--- config.mk ---
export PLATFORM = sky130hd
export DESIGN_NAME = wl_phase_sweep
export DESIGN_NICKNAME = d
export VERILOG_FILES = /design/src/rtl/wl_pkg.sv /design/src/rtl/wl_wait_timer.sv /design/src/rtl/wl_lane_tracker.sv /design/src/rtl/wl_phase_sweep.sv
export SDC_FILE = /design/constraint.sdc
export NUM_CORES = 1
export LEC_CHECK = 0
export BUFFER_PORTS_ARGS = -buffer_cell sky130_fd_sc_hd__buf_2
export CAP_MARGIN = 25
export CORE_MARGIN = 3
export CORE_UTILIZATION = 30
export CTS_CLUSTER_SIZE = 40
export DETAILED_ROUTE_END_ITERATION = 8
export PLACE_DENSITY = 0.5
export SLEW_MARGIN = 10
export SYNTH_ARGS = -nofsm -noshare
export SYNTH_HDL_FRONTEND = slang
export SYNTH_SLANG_ARGS = --single-unit
--- constraint.sdc ---
create_clock -name clk -period 4.87 [get_ports clk]
set_clock_uncertainty 0.15 [all_clocks]
set_input_delay 0.2435 -clock clk [delete_from_list [all_inputs] [get_ports clk]]
set_output_delay 0.2435 -clock clk [all_outputs]
set_load 0.01 [all_outputs]
--- src/rtl/wl_pkg.sv ---
// Shared types for the write-leveling phase sweep engine.
package wl_pkg;
    // Sequencer states: idle, first settle, PHY reset, settle, sample,
    // wrap merge, per-lane finish, done pulse.
    typedef enum logic [2:0] {
        S_IDLE, S_PREW, S_RST, S_WAIT, S_SAMP, S_MERGE, S_FIN, S_DONE
    } wl_state_t;
endpackage

--- src/rtl/wl_wait_timer.sv ---
// Settling timer. A load arms it with the short or long count.
// Every cycle with the strobe high takes one off the count, and
// expired_o is high once the count is zero.
// Assumes both counts are greater than zero.
module wl_wait_timer #(
    parameter int WAIT_SHORT = 1024,
    parameter int WAIT_LONG  = 2048,
    localparam int CNT_W = $clog2(WAIT_LONG + 1)
) (
    input  logic clk,
    input  logic rst_n,
    input  logic load_i,
    input  logic long_i,
    input  logic tick_i,
    output logic expired_o
);
    logic [CNT_W-1:0] cnt;

    // Load the selected count, or count down on each strobe.
    always_ff @(posedge clk) begin
        if (!rst_n)
            cnt <= '0;
        else if (load_i)
            cnt <= long_i ? CNT_W'(WAIT_LONG) : CNT_W'(WAIT_SHORT);
        else if (tick_i && cnt != '0)
            cnt <= cnt - 1'b1;
    end

    assign expired_o = (cnt == '0);


    load_arms_chk: assert property (@(posedge clk) disable iff (!rst_n)
        load_i |=> !expired_o);
endmodule

--- src/rtl/wl_lane_tracker.sv ---
// Keeps the run records for one lane: the current passing run, the run
// that began at step 0, and the longest run so far. A strictly longer
// run replaces the longest one, so the earlier of two equal runs stays.
// A merge, issued after the last sample, joins a run that reaches the
// end of the sweep onto the run that began at step 0.
// Assumes FB_W >= 9.
module wl_lane_tracker #(
    parameter int FB_W     = 12,
    parameter int NSTEPS   = 64,
    parameter int PASS_MIN = 16,
    localparam int IDX_W = $clog2(NSTEPS),
    localparam int LEN_W = $clog2(NSTEPS + 1)
) (
    input  logic             clk,
    input  logic             rst_n,
    input  logic             clr_i,
    input  logic             sample_i,
    input  logic             merge_i,
    input  logic [IDX_W-1:0] step_i,
    input  logic [FB_W-1:0]  fb_i,
    output logic [IDX_W-1:0] lg_start_o,
    output logic [LEN_W-1:0] lg_len_o
);
    logic             pass, in_run, init_open;
    logic [IDX_W-1:0] cur_start;
    logic [LEN_W-1:0] cur_len, init_len, wrap_len;

    assign pass     = (fb_i[8:0] >= 9'(PASS_MIN));
    assign wrap_len = init_open ? cur_len : cur_len + init_len;

    // Update the run records on each sample, then apply the wrap merge.
    always_ff @(posedge clk) begin
        if (!rst_n || clr_i) begin
            in_run     <= 1'b0;
            init_open  <= 1'b1;
            init_len   <= '0;
            cur_start  <= '0;
            cur_len    <= '0;
            lg_start_o <= '0;
            lg_len_o   <= '0;
        end else if (sample_i) begin
            if (pass) begin
                if (in_run) begin
                    cur_len <= cur_len + 1'b1;
                end else begin
                    cur_start <= step_i;
                    cur_len   <= LEN_W'(1);
                    in_run    <= 1'b1;
                end
                if (init_open)
                    init_len <= init_len + 1'b1;
            end else begin
                in_run    <= 1'b0;
                init_open <= 1'b0;
                if (in_run && cur_len > lg_len_o) begin
                    lg_start_o <= cur_start;
                    lg_len_o   <= cur_len;
                end
            end
        end else if (merge_i && in_run && wrap_len > lg_len_o) begin
            lg_start_o <= cur_start;
            lg_len_o   <= wrap_len;
        end
    end


    region_bound_chk: assert property (@(posedge clk) disable iff (!rst_n)
        lg_len_o <= LEN_W'(NSTEPS));
endmodule

--- src/rtl/wl_phase_sweep.sv ---
// Write-leveling phase sweep engine (top). It steps every lane's DQS
// phase through NSTEPS positions. At each position it requests a PHY
// reset, waits the settling time, then samples the lane feedback.
// After the sweep it finishes the lanes one per cycle: width check,
// x16 pairing, optional extra quarter-clock, DQ offset.
// Assumes LANES >= 2 and that the PHY acts on phy_rst_o on its own.
module wl_phase_sweep
    import wl_pkg::*;
#(
    parameter int LANES      = 4,
    parameter int FB_W       = 12,
    parameter int DLY_W      = 10,
    parameter int START_TICK = 192,
    parameter int STEP_TICK  = 2,
    parameter int NSTEPS     = 64,
    parameter int MIN_W      = 32,
    parameter int MAX_W      = 96,
    parameter int DQ_OFF     = 32,
    parameter int EXTRA_TICK = 64,
    parameter int PAIR_TH    = 64,
    parameter int PAIR_ADJ   = 128,
    parameter int WAIT_SHORT = 1024,
    parameter int WAIT_LONG  = 2048
) (
    input  logic                        clk,
    input  logic                        rst_n,
    input  logic                        start_i,
    input  logic                        long_mode_i,
    input  logic                        x16_i,
    input  logic                        extra_qclk_i,
    input  logic                        wait_tick_i,
    input  logic [LANES-1:0][FB_W-1:0]  fb_i,
    output logic                        busy_o,
    output logic                        done_o,
    output logic                        err_o,
    output logic                        phy_rst_o,
    output logic [LANES-1:0][DLY_W-1:0] dqs_o,
    output logic [LANES-1:0][DLY_W-1:0] dq_o
);
    localparam int IDX_W  = $clog2(NSTEPS);
    localparam int LEN_W  = $clog2(NSTEPS + 1);
    localparam int LANE_W = $clog2(LANES);

    wl_state_t                    state;
    logic [IDX_W-1:0]             step;
    logic [LANE_W-1:0]            lane, lane_pair;
    logic                         long_q, x16_q, extra_q, timer_exp;
    logic [LANES-1:0][IDX_W-1:0]  lg_start;
    logic [LANES-1:0][LEN_W-1:0]  lg_len;
    logic [DLY_W-1:0]             reg_tick, ref_tick, wid_tick, pair_tick, fin_dqs;
    logic                         width_bad, accept;

    function automatic logic [DLY_W-1:0] phase_of(input logic [IDX_W:0] idx);
        return DLY_W'(START_TICK) + DLY_W'(idx) * DLY_W'(STEP_TICK);
    endfunction

    assign accept    = (state == S_IDLE) && start_i;
    assign busy_o    = (state != S_IDLE);
    assign done_o    = (state == S_DONE);
    assign phy_rst_o = (state == S_RST);
    assign lane_pair = lane & ~LANE_W'(1);

    wl_wait_timer #(.WAIT_SHORT(WAIT_SHORT), .WAIT_LONG(WAIT_LONG)) u_timer (
        .clk       (clk),
        .rst_n     (rst_n),
        .load_i    (accept || state == S_RST),
        .long_i    (accept ? long_mode_i : long_q),
        .tick_i    (wait_tick_i),
        .expired_o (timer_exp)
    );

    for (genvar g = 0; g < LANES; g++) begin : g_lane
        wl_lane_tracker #(.FB_W(FB_W), .NSTEPS(NSTEPS)) u_trk (
            .clk        (clk),
            .rst_n      (rst_n),
            .clr_i      (accept),
            .sample_i   (state == S_SAMP),
            .merge_i    (state == S_MERGE),
            .step_i     (step),
            .fb_i       (fb_i[g]),
            .lg_start_o (lg_start[g]),
            .lg_len_o   (lg_len[g])
        );


        dq_follows_chk: assert property (@(posedge clk) disable iff (!rst_n)
            (done_o && !err_o) |-> dq_o[g] == dqs_o[g] + DLY_W'(DQ_OFF));
    end

    // Final delay of the lane being finished: width check, pairing, extra.
    always_comb begin
        reg_tick  = phase_of({1'b0, lg_start[lane]});
        ref_tick  = phase_of({1'b0, lg_start[lane_pair]});
        wid_tick  = DLY_W'(lg_len[lane]) * DLY_W'(STEP_TICK);
        width_bad = (wid_tick <= DLY_W'(MIN_W)) || (wid_tick >= DLY_W'(MAX_W));
        pair_tick = reg_tick;
        if (x16_q && lane[0]) begin
            if (reg_tick > ref_tick + DLY_W'(PAIR_TH))
                pair_tick = reg_tick - DLY_W'(PAIR_ADJ);
            else if (reg_tick + DLY_W'(PAIR_TH) < ref_tick)
                pair_tick = reg_tick + DLY_W'(PAIR_ADJ);
        end
        fin_dqs = pair_tick + (extra_q ? DLY_W'(EXTRA_TICK) : '0);
    end

    // Sequencer: sweep steps, merge, per-lane finish, done pulse.
    always_ff @(posedge clk) begin
        if (!rst_n) begin
            state   <= S_IDLE;
            step    <= '0;
            lane    <= '0;
            long_q  <= 1'b0;
            x16_q   <= 1'b0;
            extra_q <= 1'b0;
            err_o   <= 1'b0;
            dqs_o   <= '0;
            dq_o    <= '0;
        end else begin
            case (state)
                S_IDLE: if (start_i) begin
                    state   <= S_PREW;
                    step    <= '0;
                    long_q  <= long_mode_i;
                    x16_q   <= x16_i;
                    extra_q <= extra_qclk_i;
                    err_o   <= 1'b0;
                    dq_o    <= '0;
                    for (int i = 0; i < LANES; i++) dqs_o[i] <= phase_of('0);
                end
                S_PREW:  if (timer_exp) state <= S_RST;
                S_RST:   state <= S_WAIT;
                S_WAIT:  if (timer_exp) state <= S_SAMP;
                S_SAMP: begin
                    if (step == IDX_W'(NSTEPS - 1)) begin
                        state <= S_MERGE;
                    end else begin
                        state <= S_RST;
                        step  <= step + 1'b1;
                        for (int i = 0; i < LANES; i++)
                            dqs_o[i] <= phase_of({1'b0, step} + 1'b1);
                    end
                end
                S_MERGE: begin
                    state <= S_FIN;
                    lane  <= '0;
                    dqs_o <= '0;
                    dq_o  <= '0;
                end
                S_FIN: begin
                    if (width_bad) begin
                        err_o <= 1'b1;
                        state <= S_DONE;
                    end else begin
                        dqs_o[lane] <= fin_dqs;
                        dq_o[lane]  <= fin_dqs + DLY_W'(DQ_OFF);
                        if (lane == LANE_W'(LANES - 1)) state <= S_DONE;
                        else lane <= lane + 1'b1;
                    end
                end
                default: state <= S_IDLE;
            endcase
        end
    end


    done_pulse_chk: assert property (@(posedge clk) disable iff (!rst_n)
        done_o |=> !done_o);

    rst_in_sweep_chk: assert property (@(posedge clk) disable iff (!rst_n)
        phy_rst_o |-> busy_o && !done_o);

    hold_idle_chk: assert property (@(posedge clk) disable iff (!rst_n)
        (!busy_o && !start_i) |=> $stable(dqs_o) && $stable(dq_o) && $stable(err_o));

    err_at_end_chk: assert property (@(posedge clk) disable iff (!rst_n)
        $rose(err_o) |-> done_o);
endmodule

[Word-level counts from Yosys, hierarchy flattened]
Cells that the tools add are included.
Word-level totals
  bits in registers: 247
  bits of input ports: 55
Cells by class
  $add $sub $neg: 25
  magnitude comparators: 19
  equality and inequality tests: 25
  mux-type cells: 85
  bitwise gates (word level): 8
  reductions and logical operators: 61
Operator list (number)
  $mux 40: 5
  $mux 7: 26
  $pmux 40 s4: 1
  $mux 6: 21
  $pmux 40 s3: 1
  $bwmux 40: 2
  $add 7x1->7 const B: 8
  $gt 7x7->1: 8
  $reduce_and 3->1: 16
  $mux 10: 4
  $ge 9x5->1 const B: 4
  $mux 12: 3
  $add 7x7->7: 4
  $ne 2x2->1 const B: 12
  $pmux 3 s7: 1
  $add 9x7->10 const B: 2
  $demux 10 s2: 1
  $add 8x7->9 const A: 2
  $mux 3: 6
  $reduce_and 2->1: 9
  $logic_and 1x1->1: 16
  $reduce_bool 2->1: 8
  $bmux 7 s2: 1
  $bmux 6 s2: 1
  other kinds (36): 61

[Depth between registers and ports, before layout]
  word-level depth: 13
  depth in mapped cells: 17
  mapped depth without buffers: 15

[Hierarchy]
Synthesis repeated with hierarchy kept, for this count alone.
Second synthesis, totals
  cell total of the unflattened synthesis: 1632
  area, all modules: 14232.4 um^2
By module, submodules not included
  wl_lane_tracker: times used 4, cells each 252, area each 2167.1 um^2
  wl_phase_sweep: times used 1, cells each 547, area each 4911.0 um^2
  wl_wait_timer: times used 1, cells each 77, area each 653.1 um^2

[Worst setup path after synthesis]
Ideal clock, no wire load.
  path type: register -> register
  start: register lane[0]
  end: register dq_o[19] (netlist name)
  arrival: 3730 ps
  data required time: 4594 ps
  path slack: 864 ps
  stages on the path, launching flop included: 17
  path buffers: 3
  clock period less this slack: 4006 ps
  cell sequence: dfxtp_1 -> buf_2 -> buf_2 -> mux2i_1 -> ha_1 -> a21oi_1 -> a21boi_0 -> o31ai_1 -> nand2_1 -> ha_1 -> a21oi_1 -> ha_1 -> clkbuf_1 -> nand2_1 -> or2_2 -> o22ai_1 -> o21ai_1
On the way
  cells in the longest elaborated chain, start to end: 13
RTL lines
  start, declared: line wl_phase_sweep.sv:46  | logic [LANE_W-1:0] lane, lane_pair;
  start signal, assigned: line wl_phase_sweep.sv:157  | else lane <= lane + 1'b1;
  $bmux 6 s2: line wl_phase_sweep.sv:92  | reg_tick = phase_of({1'b0, lg_start[lane]});
  $mux 6 (implied by the code): line wl_phase_sweep.sv:92
  $add 8x7->9: line wl_phase_sweep.sv:54  | return DLY_W'(START_TICK) + DLY_W'(idx) * DLY_W'(STEP_TICK);
  $add 9x7->10: line wl_phase_sweep.sv:100  | else if (reg_tick + DLY_W'(PAIR_TH) < ref_tick)
  $lt 10x9->1: line wl_phase_sweep.sv:100
  $mux 10: line wl_phase_sweep.sv:100
  $mux 10: line wl_phase_sweep.sv:98  | if (reg_tick > ref_tick + DLY_W'(PAIR_TH))
  $mux 10: line wl_phase_sweep.sv:97  | if (x16_q && lane[0]) begin
  $add 10x7->10: line wl_phase_sweep.sv:103  | fin_dqs = pair_tick + (extra_q ? DLY_W'(EXTRA_TICK) : '0);
  $add 10x6->10: line wl_phase_sweep.sv:155  | dq_o[lane] <= fin_dqs + DLY_W'(DQ_OFF);
  $bwmux 40: line wl_phase_sweep.sv:155
  $mux 40: line wl_phase_sweep.sv:150  | if (width_bad) begin
  $pmux 40 s3: line wl_phase_sweep.sv:119  | case (state)
  end signal, assigned by index: line wl_phase_sweep.sv:155
  end, declared: line wl_phase_sweep.sv:38  | output logic [LANES-1:0][DLY_W-1:0] dq_o
Several ways; a longest one is shown, not always the timed one. The select of a mux whose other input is x is not followed.
A chain may end at the register's enable or synchronous reset.

[Worst setup path in the final report]
  start: register lane[0]
  end: register dq_o[9] (netlist name)
Same word-level chain as after synthesis.

==> results.ini <==
[status]
status = complete, no violations

[power]
totalPowerFinal_mw = 5.20
vdd_ir_drop_max_mv = 0.330
powerDensity_nw_per_um2 = 314
power_leakage_nw = 6.43

[layout]
design_area_sq_um = 16500
antenna_cells = 0
layout_common_cells = 243 x dfxtp_1, 142 x nor2_1, 123 x nand2_1
multi_input_area_sq_um = 8690
syn2layout_area_growth_pct = 16.1
fin_util_pct = 35.4
drive_gt1_share_pct = 11.9
fin_nets = 1954
register_area_sq_um = 4860
nFillCells = 4839
fin_cells = 2416
layout_commonest_cell = dfxtp_1

[routing]
drc = 0
dr.pass1.iters = 7
vias = 12800
via_per_inst = 5.29
routedWlPerCell_um = 17.6
drt-total-wl_um = 42500
drtIter0Drc = 700
antenna_left = 0

[yosys]
ys_seq_area_share_pct = 34.1
synth_flop_cell = dfxtp_1
synth_edf_count = 0
ys_seq_elements = 243
syn_area_per_cell_sq_um = 8.33
netlist_instances = 1711
netlist_area_sq_um = 14300
yosysWarnings = 0
synth_cell_types = 79
synthArstFlopShare_pct = 0

[die]
pin_count = 139
core_area_sq_um = 46800
fp.dieW_um = 224
die_y_um = 224
start_util_pct = 30.5
rows = 79
dieArea_sq_um = 50200

[global_routing]
grt_first_pass_wirelength_um = 67900
grt_use_total_pct = 16.5
grt_max_degree = 81
grt_pass1_vias = 12200
antenna_found_initial = 0
overflow = 0

[clock_network]
post_cts_buffers = 0
cts-resized-gates = 0
clkTransAtPathRegs_ns = 0.06
cts_htree_levels = 1
cts_buffers = 29
clk_latency_ns = 0.58
cts_root_buf = clkbuf_16
clkSinkCount = 243
clockBufferDepth = 3
cts_tree = done

[timing]
finalHoldViolCount = 0
finalSetupViolCount = 0
slew_viol_final = 0
timing.final.ws_setup_ns = 0.599
relSlewSlack_pct = 26.8
timing.hold.ws_ns = 0.0236
fin_crit_sh_pct = 87.7
rsz0062_at_grt = no
tightest_slew_ns = 1.09
post-route-min-period_ns = 4.27
max_freq_mhz = 234
fin_setup_tns_ns = 0

[placement]
post-place-ws_ns = 0.663
place_congestion = 0.775
place_area_sq_um = 15300
hpwl_um = 29600
place_inst = 2349
io_buffers = 106

[worst_setup_path]
arrival_ns = 4.57
slowest_stage = dfxtp_1
path_max_fanout = 15
r2r_slack_ns = 0.60
crit_type = register to register
cp-end-kind = register
r2r_end = dq_o[9]$_SDFFE_PN0P_
reg2reg_from = lane[0]$_SDFFE_PN0P_
crit_top_cell = ha_1
ff2ff_path_depth = 13
critPathMaxStageDelay_ns = 0.79
start_kind = register
path_cells = mux4_2 > inv_1 > ha_1 > nor2_1 > o31ai_1 > nand2_1 > ha_1 > a21oi_1 > ha_1 > nand2_1 > or2_2 > o22ai_1 > o21ai_1
worstPathRequired_ns = 5.16

[min_path]
hold_path_depth = 4
hold_class = input pin to register
hold_path_end = g_lane[2].u_trk.in_run$_SDFFE_PP0P_
holdCritStartpoint = fb_i[32]

[flow_run]
max_cap_viol_count = 0

## synthesized netlist by cell type, drive strengths merged (38+ instances only)
master  count  share of area (%)
inv        65                1.7
clkbuf     72                1.9
o21ai     122                4.3
nand4      45                2.1
nand2     123                3.2
ha        107                9.4
nand3     108                3.8
dfxtp     243                 34
mux2i      70                4.9
xor2       38                2.3
a21boi     40                2.1
a21oi     114                4.2
buf        38                1.4
nor2      142                3.7
## power breakdown
part	leakage (nW)	switching, mW	internal [mW]
Combinational	3.96	0.405	0.247
Clock	0.508	0.923	1.49
Sequential	1.96	0.0787	2.06
## layout make-up
type,instances,share of cell area [%]
Multi-Input combinational cell,1296,52.5
Sequential cell,243,29.4
Timing Repair Buffer,153,5.63
Clock buffer,37,4.87
Tap cell,607,4.59
Clock inverter,15,1.51
Inverter,65,1.47
## layer usage
metal	global-route usage [%]	up-vias	wire length, um
met5	0	-	0
met4	4.35	0	1070
met3	2.84	68	1850
met2	25.8	246	18800
met1	23.5	6127	20800
li1	-	6335	-
## sequential cells by signal, summed over array words and instances (netlist names)
name and count:
dqs_o 40, dq_o 36, g_lane.u_trk.cur_len 28, g_lane.u_trk.init_len 28
g_lane.u_trk.lg_len_o 28, g_lane.u_trk.cur_start 24, g_lane.u_trk.lg_start_o 24, u_timer.cnt 12
step 6, g_lane.u_trk.in_run 4, g_lane.u_trk.init_open 4, state 3
lane 2, err_o 1, extra_q 1, long_q 1
x16_q 1
## worst max-delay path: cells and delay by family, from the launching register on
family	cells	cell delay, ns
compound gates	4	0.84
fa+ha+maj	3	0.92
buf+inv	1	0.11
flops	1	0.79
mux	1	0.77
simple gates	4	0.55
## logic make-up (layout without fill, tap and decap cells)
| group | Yosys count | after routing | share of synthesized area (%) |
|---|---|---|---|
| DFF | 243 | 243 | 34.1 |
| muxes | 76 | 76 | 5.47 |
| other | 1 | 4 | 0.0263 |
| buffers and inverters | 175 | 270 | 5.04 |
| AOI/OAI and AO/OA | 460 | 460 | 21.2 |
| and+or+nand+nor | 581 | 581 | 20.1 |
| xor gates and xnor gates | 64 | 64 | 3.99 |
| adders and majority gates | 111 | 111 | 9.96 |
## how the worst max path moves through the flow
stage                         startpoint                     to  slack, ns  depth (start not counted)
floorplan           lane[0]$_SDFFE_PN0P_  dq_o[19]$_SDFFE_PN0P_       0.86                         16
global placement    lane[0]$_SDFFE_PN0P_  dq_o[29]$_SDFFE_PN0P_       0.64                         13
detailed placement  lane[0]$_SDFFE_PN0P_   dq_o[9]$_SDFFE_PN0P_       0.66                         13
CTS                 lane[0]$_SDFFE_PN0P_   dq_o[9]$_SDFFE_PN0P_       0.64                         13
global route        lane[0]$_SDFFE_PN0P_  dq_o[29]$_SDFFE_PN0P_       0.35                         13
finish              lane[0]$_SDFFE_PN0P_   dq_o[9]$_SDFFE_PN0P_       0.60                         13
## repair_timing
| item | 4_1_cts | 5_1_grt |
|---|---|---|
| endpoints found under the hold margin | 15 | 0 |
| hold buffers | 14 | 0 |
| endpoints found under the setup margin | 0 | 0 |
Power figures use the tool's default switching activity.
